==> src/rtl/irq_accept_pkg.sv <==
package irq_accept_pkg;

    // Outcome of the acceptance rules for one request
    typedef enum logic [2:0] {
        V_IDLE      = 3'd0,
        V_NMI_OK    = 3'd1,
        V_NMI_BUSY  = 3'd2,
        V_MASKED    = 3'd3,
        V_LOW_LEVEL = 3'd4,
        V_SET_BUSY  = 3'd5,
        V_OK        = 3'd6
    } verdict_e;

    function automatic logic verdict_grants(verdict_e v);
        return (v == V_NMI_OK) || (v == V_OK);
    endfunction

endpackage

==> src/rtl/irq_accept_decide.sv <==
module irq_accept_decide
    import irq_accept_pkg::*;
#(
    parameter int LVL_W      = 6,
    parameter int SET_W      = 2,
    parameter bit HAS_SHADOW = 1'b1
) (
    input  logic             req_valid,
    input  logic             req_nmi,
    input  logic [LVL_W-1:0] req_level,
    input  logic [SET_W-1:0] req_set,
    input  logic             cur_pie,
    input  logic             cur_rsie,
    input  logic             cur_nmi,
    input  logic [LVL_W-1:0] cur_level,
    input  logic [SET_W-1:0] cur_crs,
    output verdict_e         verdict,
    output logic             grant
);

    logic set_clear;

    generate
        if (HAS_SHADOW) begin : g_shadow
            // same-set nesting needs the software override
            assign set_clear = (req_set != cur_crs) || cur_rsie;
        end else begin : g_flat
            assign set_clear = 1'b1;
        end
    endgenerate

    always_comb begin
        if (!req_valid) begin
            verdict = V_IDLE;
        end else if (req_nmi) begin
            verdict = cur_nmi ? V_NMI_BUSY : V_NMI_OK;
        end else if (!cur_pie) begin
            verdict = V_MASKED;
        end else if (req_level <= cur_level) begin
            verdict = V_LOW_LEVEL;
        end else if (!set_clear) begin
            verdict = V_SET_BUSY;
        end else begin
            verdict = V_OK;
        end
        grant = verdict_grants(verdict);
    end

endmodule

==> src/rtl/irq_status_regs.sv <==
module irq_status_regs #(
    parameter int ADDR_W     = 32,
    parameter int LVL_W      = 6,
    parameter int SET_W      = 2,
    parameter bit HAS_SHADOW = 1'b1
) (
    input  logic              clk,
    input  logic              rst_n,
    input  logic              grant,
    input  logic [ADDR_W-1:0] req_handler,
    input  logic [SET_W-1:0]  req_set,
    input  logic [LVL_W-1:0]  req_level,
    input  logic              req_nmi,
    input  logic              eret,
    input  logic              sw_wr,
    input  logic              sw_pie,
    input  logic              sw_rsie,
    input  logic [LVL_W-1:0]  sw_level,
    output logic              take,
    output logic [ADDR_W-1:0] take_handler,
    output logic [SET_W-1:0]  take_set,
    output logic              cur_pie,
    output logic              cur_rsie,
    output logic              cur_nmi,
    output logic [LVL_W-1:0]  cur_level,
    output logic [SET_W-1:0]  cur_crs
);

    typedef struct packed {
        logic             pie;
        logic             rsie;
        logic             nmi;
        logic [LVL_W-1:0] level;
        logic [SET_W-1:0] crs;
    } stat_t;

    typedef struct packed {
        stat_t             cur;
        stat_t             saved;
        logic              take;
        logic [ADDR_W-1:0] handler;
        logic [SET_W-1:0]  hset;
    } regs_t;

    regs_t st_d, st_q;

    always_comb begin
        st_d      = st_q;
        st_d.take = 1'b0;
        if (eret) begin
            st_d.cur = st_q.saved;
        end else if (grant) begin
            st_d.saved     = st_q.cur;
            st_d.cur.pie   = 1'b0;
            st_d.cur.level = req_level;
            st_d.cur.crs   = HAS_SHADOW ? req_set : '0;
            st_d.cur.nmi   = st_q.cur.nmi | req_nmi;
            st_d.take      = 1'b1;
            st_d.handler   = req_handler;
            st_d.hset      = HAS_SHADOW ? req_set : '0;
        end else if (sw_wr) begin
            st_d.cur.pie   = sw_pie;
            st_d.cur.rsie  = sw_rsie;
            st_d.cur.level = sw_level;
        end
    end

    always_ff @(posedge clk or negedge rst_n) begin
        if (!rst_n) begin
            st_q <= '0;
        end else begin
            st_q <= st_d;
        end
    end

    assign take         = st_q.take;
    assign take_handler = st_q.handler;
    assign take_set     = st_q.hset;
    assign cur_pie      = st_q.cur.pie;
    assign cur_rsie     = st_q.cur.rsie;
    assign cur_nmi      = st_q.cur.nmi;
    assign cur_level    = st_q.cur.level;
    assign cur_crs      = st_q.cur.crs;

endmodule

==> src/rtl/irq_accept_ctrl.sv <==
module irq_accept_ctrl
    import irq_accept_pkg::*;
#(
    parameter int ADDR_W      = 32,
    parameter int LVL_W       = 6,
    parameter int SHADOW_SETS = 3,
    localparam int SET_W      = (SHADOW_SETS > 0) ? $clog2(SHADOW_SETS + 1) : 1
) (
    input  logic              clk,
    input  logic              rst_n,
    input  logic              req_valid,
    input  logic [ADDR_W-1:0] req_handler,
    input  logic [SET_W-1:0]  req_set,
    input  logic [LVL_W-1:0]  req_level,
    input  logic              req_nmi,
    input  logic              eret,
    input  logic              sw_wr,
    input  logic              sw_pie,
    input  logic              sw_rsie,
    input  logic [LVL_W-1:0]  sw_level,
    output logic              take,
    output logic [ADDR_W-1:0] take_handler,
    output logic [SET_W-1:0]  take_set,
    output logic              stat_pie,
    output logic              stat_rsie,
    output logic              stat_nmi,
    output logic [LVL_W-1:0]  stat_level,
    output logic [SET_W-1:0]  stat_crs
);

    localparam bit HAS_SHADOW = (SHADOW_SETS > 0);

    verdict_e verdict;
    logic     rule_ok;
    logic     grant;

    irq_accept_decide #(
        .LVL_W      (LVL_W),
        .SET_W      (SET_W),
        .HAS_SHADOW (HAS_SHADOW)
    ) u_decide (
        .req_valid (req_valid),
        .req_nmi   (req_nmi),
        .req_level (req_level),
        .req_set   (req_set),
        .cur_pie   (stat_pie),
        .cur_rsie  (stat_rsie),
        .cur_nmi   (stat_nmi),
        .cur_level (stat_level),
        .cur_crs   (stat_crs),
        .verdict   (verdict),
        .grant     (rule_ok)
    );

    // a return in the same cycle blocks any grant
    assign grant = rule_ok & ~eret;

    irq_status_regs #(
        .ADDR_W     (ADDR_W),
        .LVL_W      (LVL_W),
        .SET_W      (SET_W),
        .HAS_SHADOW (HAS_SHADOW)
    ) u_status (
        .clk          (clk),
        .rst_n        (rst_n),
        .grant        (grant),
        .req_handler  (req_handler),
        .req_set      (req_set),
        .req_level    (req_level),
        .req_nmi      (req_nmi),
        .eret         (eret),
        .sw_wr        (sw_wr),
        .sw_pie       (sw_pie),
        .sw_rsie      (sw_rsie),
        .sw_level     (sw_level),
        .take         (take),
        .take_handler (take_handler),
        .take_set     (take_set),
        .cur_pie      (stat_pie),
        .cur_rsie     (stat_rsie),
        .cur_nmi      (stat_nmi),
        .cur_level    (stat_level),
        .cur_crs      (stat_crs)
    );

endmodule

==> config.mk <==
export PLATFORM = sky130hd
export DESIGN_NAME = irq_accept_ctrl
export DESIGN_NICKNAME = d
export VERILOG_FILES = /design/src/rtl/irq_accept_pkg.sv /design/src/rtl/irq_accept_decide.sv /design/src/rtl/irq_status_regs.sv /design/src/rtl/irq_accept_ctrl.sv
export SDC_FILE = /design/constraint.sdc
export NUM_CORES = 1
export LEC_CHECK = 0
export BUFFER_PORTS_ARGS = -buffer_cell sky130_fd_sc_hd__buf_2
export CORE_MARGIN = 8
export CORE_UTILIZATION = 56
export CTS_BUF_LIST = sky130_fd_sc_hd__clkbuf_8
export DETAILED_ROUTE_END_ITERATION = 6
export PLACE_DENSITY = 0.94
export SLEW_MARGIN = 20
export SYNTH_ARGS = -nofsm -noshare
export SYNTH_HDL_FRONTEND = slang
export SYNTH_SLANG_ARGS = --single-unit
==> constraint.sdc <==
create_clock -name clk -period 6.1 [get_ports clk]
set_input_delay 0.305 -clock clk [delete_from_list [all_inputs] [get_ports clk]]
set_output_delay 0.305 -clock clk [all_outputs]
set_load 0.02 [all_outputs]
## After elaboration in Yosys (flattened, before gate mapping)

Index checks and enable logic that the tools add are counted.

| storage, ports and cells | value |
|---|---|
| flip-flop bits (word level) | 57 |
| input bits | 54 |
| output and inout port bits | 46 |
| logic and storage cells | 43 |

| cells by class | value |
|---|---|
| $lt $le $gt $ge | 1 |
| equality and inequality tests | 4 |
| mux-type cells | 15 |
| bitwise logic cells | 3 |
| reductions and logical operators | 7 |

Operators by type and width:

| cell | count |
|---|---|
| $mux W48 | 1 |
| $mux W35 | 1 |
| $mux W3 | 4 |
| $mux W6 | 2 |
| $mux W11 | 1 |
| $le A6 B6 Y1 | 1 |
| $mux W2 | 3 |
| $reduce_and A2 Y1 | 2 |
| $reduce_bool A2 Y1 | 2 |
| $eq A3 B1 Y1 const B | 1 |
| $eq A3 B3 Y1 const B | 1 |
| $mux W1 | 3 |
| $reduce_bool A3 Y1 | 1 |
| $logic_or A1 B1 Y1 | 2 |
| $ne A2 B2 Y1 | 1 |
| $ne A2 B2 Y1 const B | 1 |
| $and A1 B1 Y1 | 1 |
| $not A1 Y1 | 1 |
| $or A1 B1 Y1 | 1 |

## Depth between registers and ports, before layout

| logic depth | value |
|---|---|
| depth in word-level cells | 12 |
| depth in mapped cells | 9 |
| gate-level depth less buffers | 7 |

## Modules after synthesis

From an unflattened synthesis, not the netlist that was laid out.

| unflattened totals | value |
|---|---|
| cells, all modules | 235 |
| area, all modules | 3071.7 µm² |

Modules (own cells, without submodules):

| module | times used | cells an instance | area each (µm²) | seq. area each (µm²) |
|---|---|---|---|---|
| irq_status_regs | 1 | 197 | 2808.9 | 1426.4 |
| irq_accept_decide | 1 | 37 | 249.0 | 0.0 |
| irq_accept_ctrl | 1 | 1 | 13.8 | 0.0 |

## Least setup slack after synthesis

Ideal clock, no wire load.

| timing | value |
|---|---|
| path kind | reg2reg |
| start | reg u_status.st_q, in the netlist u_status.cur_level[1] |
| end | reg u_status.st_q[36] in the netlist's numbering |
| setup time | 0.125 ns |
| data arrival time | 2.046 ns |
| required time | 5.975 ns |
| slack | 3.929 ns |
| cell stages (with the launch flop) | 10 |
| buffers on the path | 2 |
| clock period less this slack | 2.171 ns |
| cell sequence | dfrtp_1 -> inv_1 -> ha_1 -> nor2b_1 -> o21a_1 -> o211a_4 -> o21ai_4 -> buf_6 -> buf_6 -> mux2_4 |

| on the way | value |
|---|---|
| cells in the longest elaborated chain, start to end | 9 |
| elaborated cells on any way between the ends | 10 |
| classes of those cells | 1 x order compare; 2 x eq/ne; 4 x mux; 1 x bitwise; 2 x reduce/logical |

Ends and longest elaborated chain:

| what | line | RTL |
|---|---|---|
| start, declared | irq_status_regs.sv:45 | `regs_t st_d, st_q;` |
| start signal, assigned | irq_status_regs.sv:72 | `st_q <= st_d;` |
| $le A6 B6 Y1 * | irq_accept_decide.sv:39 | `end else if (req_level <= cur_level) begin` |
| $mux W3 * | irq_accept_decide.sv:39 |  |
| $mux W3 * | irq_accept_decide.sv:37 | `end else if (!cur_pie) begin` |
| $mux W3 * | irq_accept_decide.sv:35 | `end else if (req_nmi) begin` |
| $mux W3 * | irq_accept_decide.sv:33 | `if (!req_valid) begin` |
| $eq A3 B1 Y1 or $eq A3 B3 Y1 (tied branches) | irq_accept_pkg.sv:15 | `return (v == V_NMI_OK) \|\| (v == V_OK);` |
| $logic_or A1 B1 Y1 * | irq_accept_pkg.sv:15 |  |
| $and A1 B1 Y1 * | irq_accept_ctrl.sv:56 | `assign grant = rule_ok & ~eret;` |
| $reduce_and A2 Y1 (no source line) * | - |  |

Mark *: on every way between the ends. The rest lies on a longest branch, timed or not.
A chain may end at the register's enable or synchronous reset.

## Final worst setup path

| timing | value |
|---|---|
| start | reg u_status.st_q, in the netlist u_status.cur_level[5] |
| end | reg u_status.st_q, in the netlist u_status.take_handler[11] |

The elaborated chain is that of the path after synthesis.

==> flow_metrics.env <==
export IMPL_clk_path_buf_depth=2
export IMPL_syn_to_final_growth_pct=14.4
export IMPL_grt_pass1_vias=2134
export IMPL_synthesis_area_um2=2960
export IMPL_num_fill_cells=409
export IMPL_antenna_left=0
export IMPL_yosys_cell_count_top_type="dfrtp_1"
export IMPL_p_leak_uw=0.00171
export IMPL_place_hpwl_um=4530
export IMPL_cp_max_fo=48
export IMPL_synth_seq_cells=57
export IMPL_cts_sinks=57
export IMPL_synth_area_per_cell_um2=12.5
export IMPL_met2_usage_pct=26.2
export IMPL_synth_common_cells="dfrtp_1 (57), buf_4 (45), mux2_1 (18), mux2_4 (17), inv_1 (12)"
export IMPL_reg2reg_depth=8
export IMPL_gp_congestion=0.802
export IMPL_start_util_pct=57.9
export IMPL_worst_pin_slew_ns=0.696
export IMPL_core_area_um2=5110
export IMPL_ys_warn_count=0
export IMPL_drt_pass1_iter_count=4
export IMPL_worstPathRequired_ns=6.30
export IMPL_r2r_setup_slack_ns=3.46
export IMPL_top_level_ports=100
export IMPL_r2r_start="u_status.cur_level[5]$_DFFE_PN0P_"
export IMPL_dp_slack_ns=3.45
export IMPL_clock_fmax_ghz=0.379
export IMPL_ys_types=35
export IMPL_crit_path_start="u_status.cur_level[5]$_DFFE_PN0P_"
export IMPL_num_rows=26
export IMPL_drv_cap=0
export IMPL_finalHoldViolCount=0
export IMPL_synthArstFlopShare_pct=100
export IMPL_dieArea_um2=7860
export IMPL_drive_gt1_share_pct=49.5
export IMPL_hold_buffers=0
export IMPL_hold_path_class="primary input to async pin"
export IMPL_dieHeight_um=88.7
export IMPL_crit_path_end_kind="flop"
export IMPL_critical_path_class="flop to flop"
export IMPL_p_sw_uw=632
export IMPL_grt_ovfl_total=0
export IMPL_diodes=0
export IMPL_antenna_found_initial=0
export IMPL_postLayoutSetupSlackWorst_ns=3.46
export IMPL_grt_max_degree=58
export IMPL_rsz0062_at_grt="false"
export IMPL_yosysTopAreaCell="dfrtp_1"
export IMPL_grt_util_all_layers_pct=16.3
export IMPL_synth_edf_count=0
export IMPL_synthCells=236
export IMPL_fin_skew_ns=0.00712
export IMPL_drv_slew=0
export IMPL_r2r_end="u_status.take_handler[11]$_DFFE_PN0P_"
export IMPL_grt_pass1_wl_um=9880
export IMPL_grtUsageMet1_pct=19.1
export IMPL_synth_top_area_share_pct=48.2
export IMPL_setup_viol=0
export IMPL_min_period_ns=2.64
export IMPL_swShare_pct=37.0
export IMPL_grt_busiest_layer="met2"
export IMPL_die_width_um=88.7
export IMPL_drtIter0Drc=71
export IMPL_status="completed"
export IMPL_ys_flop_type="dfrtp_1"
export IMPL_post_cts_buffers=0
export IMPL_clkLatencyLatePin_ns=0.32
export IMPL_peakVddDrop_v=0.000257
export IMPL_path_clk_slew_ns=0.06
export IMPL_grt_util_met3_pct=5.11
export IMPL_synth_net_count=296
export IMPL_h_tree_depth=3
export IMPL_root_buffer="clkbuf_8"
export IMPL_ys_seq_area_share_pct=48.2
export IMPL_drc_errors=0
export IMPL_finalWirelength_um=6220
export IMPL_pwr_share_comb_pct=40.9
export IMPL_portBuffers=99
export IMPL_p_seq_share_pct=38.1
export IMPL_clkPwrFrac_pct=21.0
export IMPL_power_density_nw_per_um2=506
export IMPL_cts_buffers=9
export IMPL_via_count=1976
export IMPL_tritoncts="yes"
export IMPL_finalCritPeriodShare_pct=43.3
export IMPL_p_int_uw=1080
export IMPL_synth_area_leaders="dfrtp_1 (48%), buf_4 (11%), mux2_4 (8.6%)"
export IMPL_wl_per_cell_um=16.7
export IMPL_maxSlewHeadroom_pct=53.6
export IMPL_avgViaCountPerCell=5.30
export IMPL_startpoint_type="flop"
export IMPL_nets=358
export IMPL_tns_ns=0
export IMPL_cts_resized=0
export IMPL_worstPathArrival_ns=2.84
[worst max-delay path, cell delays in order (launching register included)]
cell,delay (ns)
dfrtp_1,0.37
inv_1,0.07
ha_1,0.31
a21oi_1,0.18
o21ai_1,0.16
o211a_4,0.31
o21ai_4,0.12
buf_4,0.59
mux2_2,0.41
[area by class of cell]
cell class | count | area, µm² | area share, %
Clock inverter | 4 | 42.5 | 1.26
Timing Repair Buffer | 101 | 510 | 15.1
Tap cell | 70 | 87.6 | 2.59
Multi-Input combinational cell | 117 | 1100 | 32.7
Sequential cell | 57 | 1430 | 42.2
Clock buffer | 12 | 165 | 4.88
Inverter | 12 | 45.0 | 1.33
[worst max path at each step]
stage               depth (start not counted)  slack [ns]                                    end
finish                                      8        3.46  u_status.take_handler[11]$_DFFE_PN0P_
global route                                8        3.32  u_status.take_handler[10]$_DFFE_PN0P_
CTS                                         8        3.46  u_status.take_handler[11]$_DFFE_PN0P_
detailed placement                          8        3.45  u_status.take_handler[11]$_DFFE_PN0P_
global placement                            8        3.50   u_status.take_handler[7]$_DFFE_PN0P_
floorplan                                   9        3.93          u_status.st_q[36]$_DFFE_PN0P_
[cells by family after synthesis]
kind of cell | after synthesis | share of synthesized area [%]
buf+inv | 62 | 14.4
flops | 57 | 48.2
mux | 46 | 19.7
compound gates | 43 | 11.2
simple gates | 20 | 3.34
fa+ha+maj | 6 | 2.54
xor+xnor | 2 | 0.593
[cells in the final DEF (no fill, tap or decap), types with 2 or more instances in the layout]
cell type,Yosys,final
o21ai_1,2,2
mux2_4,17,17
a21oi_1,5,5
mux2_1,18,18
o21ai_0,3,3
buf_2,1,99
nand2_1,11,11
a32oi_1,6,6
inv_1,12,14
o21a_1,2,2
mux2_2,11,11
buf_4,45,2
nor2_1,2,2
dfrtp_1,57,57
clkbuf_8,0,12
o211ai_1,10,10
nor2b_1,2,2
xnor2_1,2,2
o22ai_1,6,6
ha_1,6,6
[state kept, by name (all words and copies together), names as in the netlist]
signal	count
u_status.st_q	11
u_status.cur_nmi	1
u_status.take_set	2
u_status.cur_crs	2
u_status.cur_pie	1
u_status.take	1
u_status.take_handler	32
u_status.cur_level	6
u_status.cur_rsie	1
[per-layer routing]
metal	share of wire [%]	vias to the layer above	wire (µm)
met2	47	89	2930
met3	9.1	12	564
li1	-	913	-
met1	42	962	2600
met5	0	-	0
met4	1.9	0	119
[power by group through the flow]
stage	Sequential (µW)	Combinational, µW	Clock [µW]
after CTS	653	709	368
after global placement	647	687	0
after global routing	678	751	384
final	653	699	359
after floorplan	644	669	0
after detailed placement	659	706	0
[stage by stage]
step / hold WS [ns] / total power (µW) / utilization [%] / instances / instance area (µm²)
after floorplan: 0.00941 / 1310 / - / 236 / 2960
after global placement: 0.460 / 1330 / 62.2 / 357 / 3170
after detailed placement: 0.475 / 1360 / 62.2 / 357 / 3170
after CTS: 0.146 / 1730 / 66.2 / 373 / 3380
after global routing: 0.183 / 1810 / 66.2 / 373 / 3380
final: 0.120 / 1710 / 66.2 / 373 / 3380
Note: power is estimated with default switching activity, not from simulation.
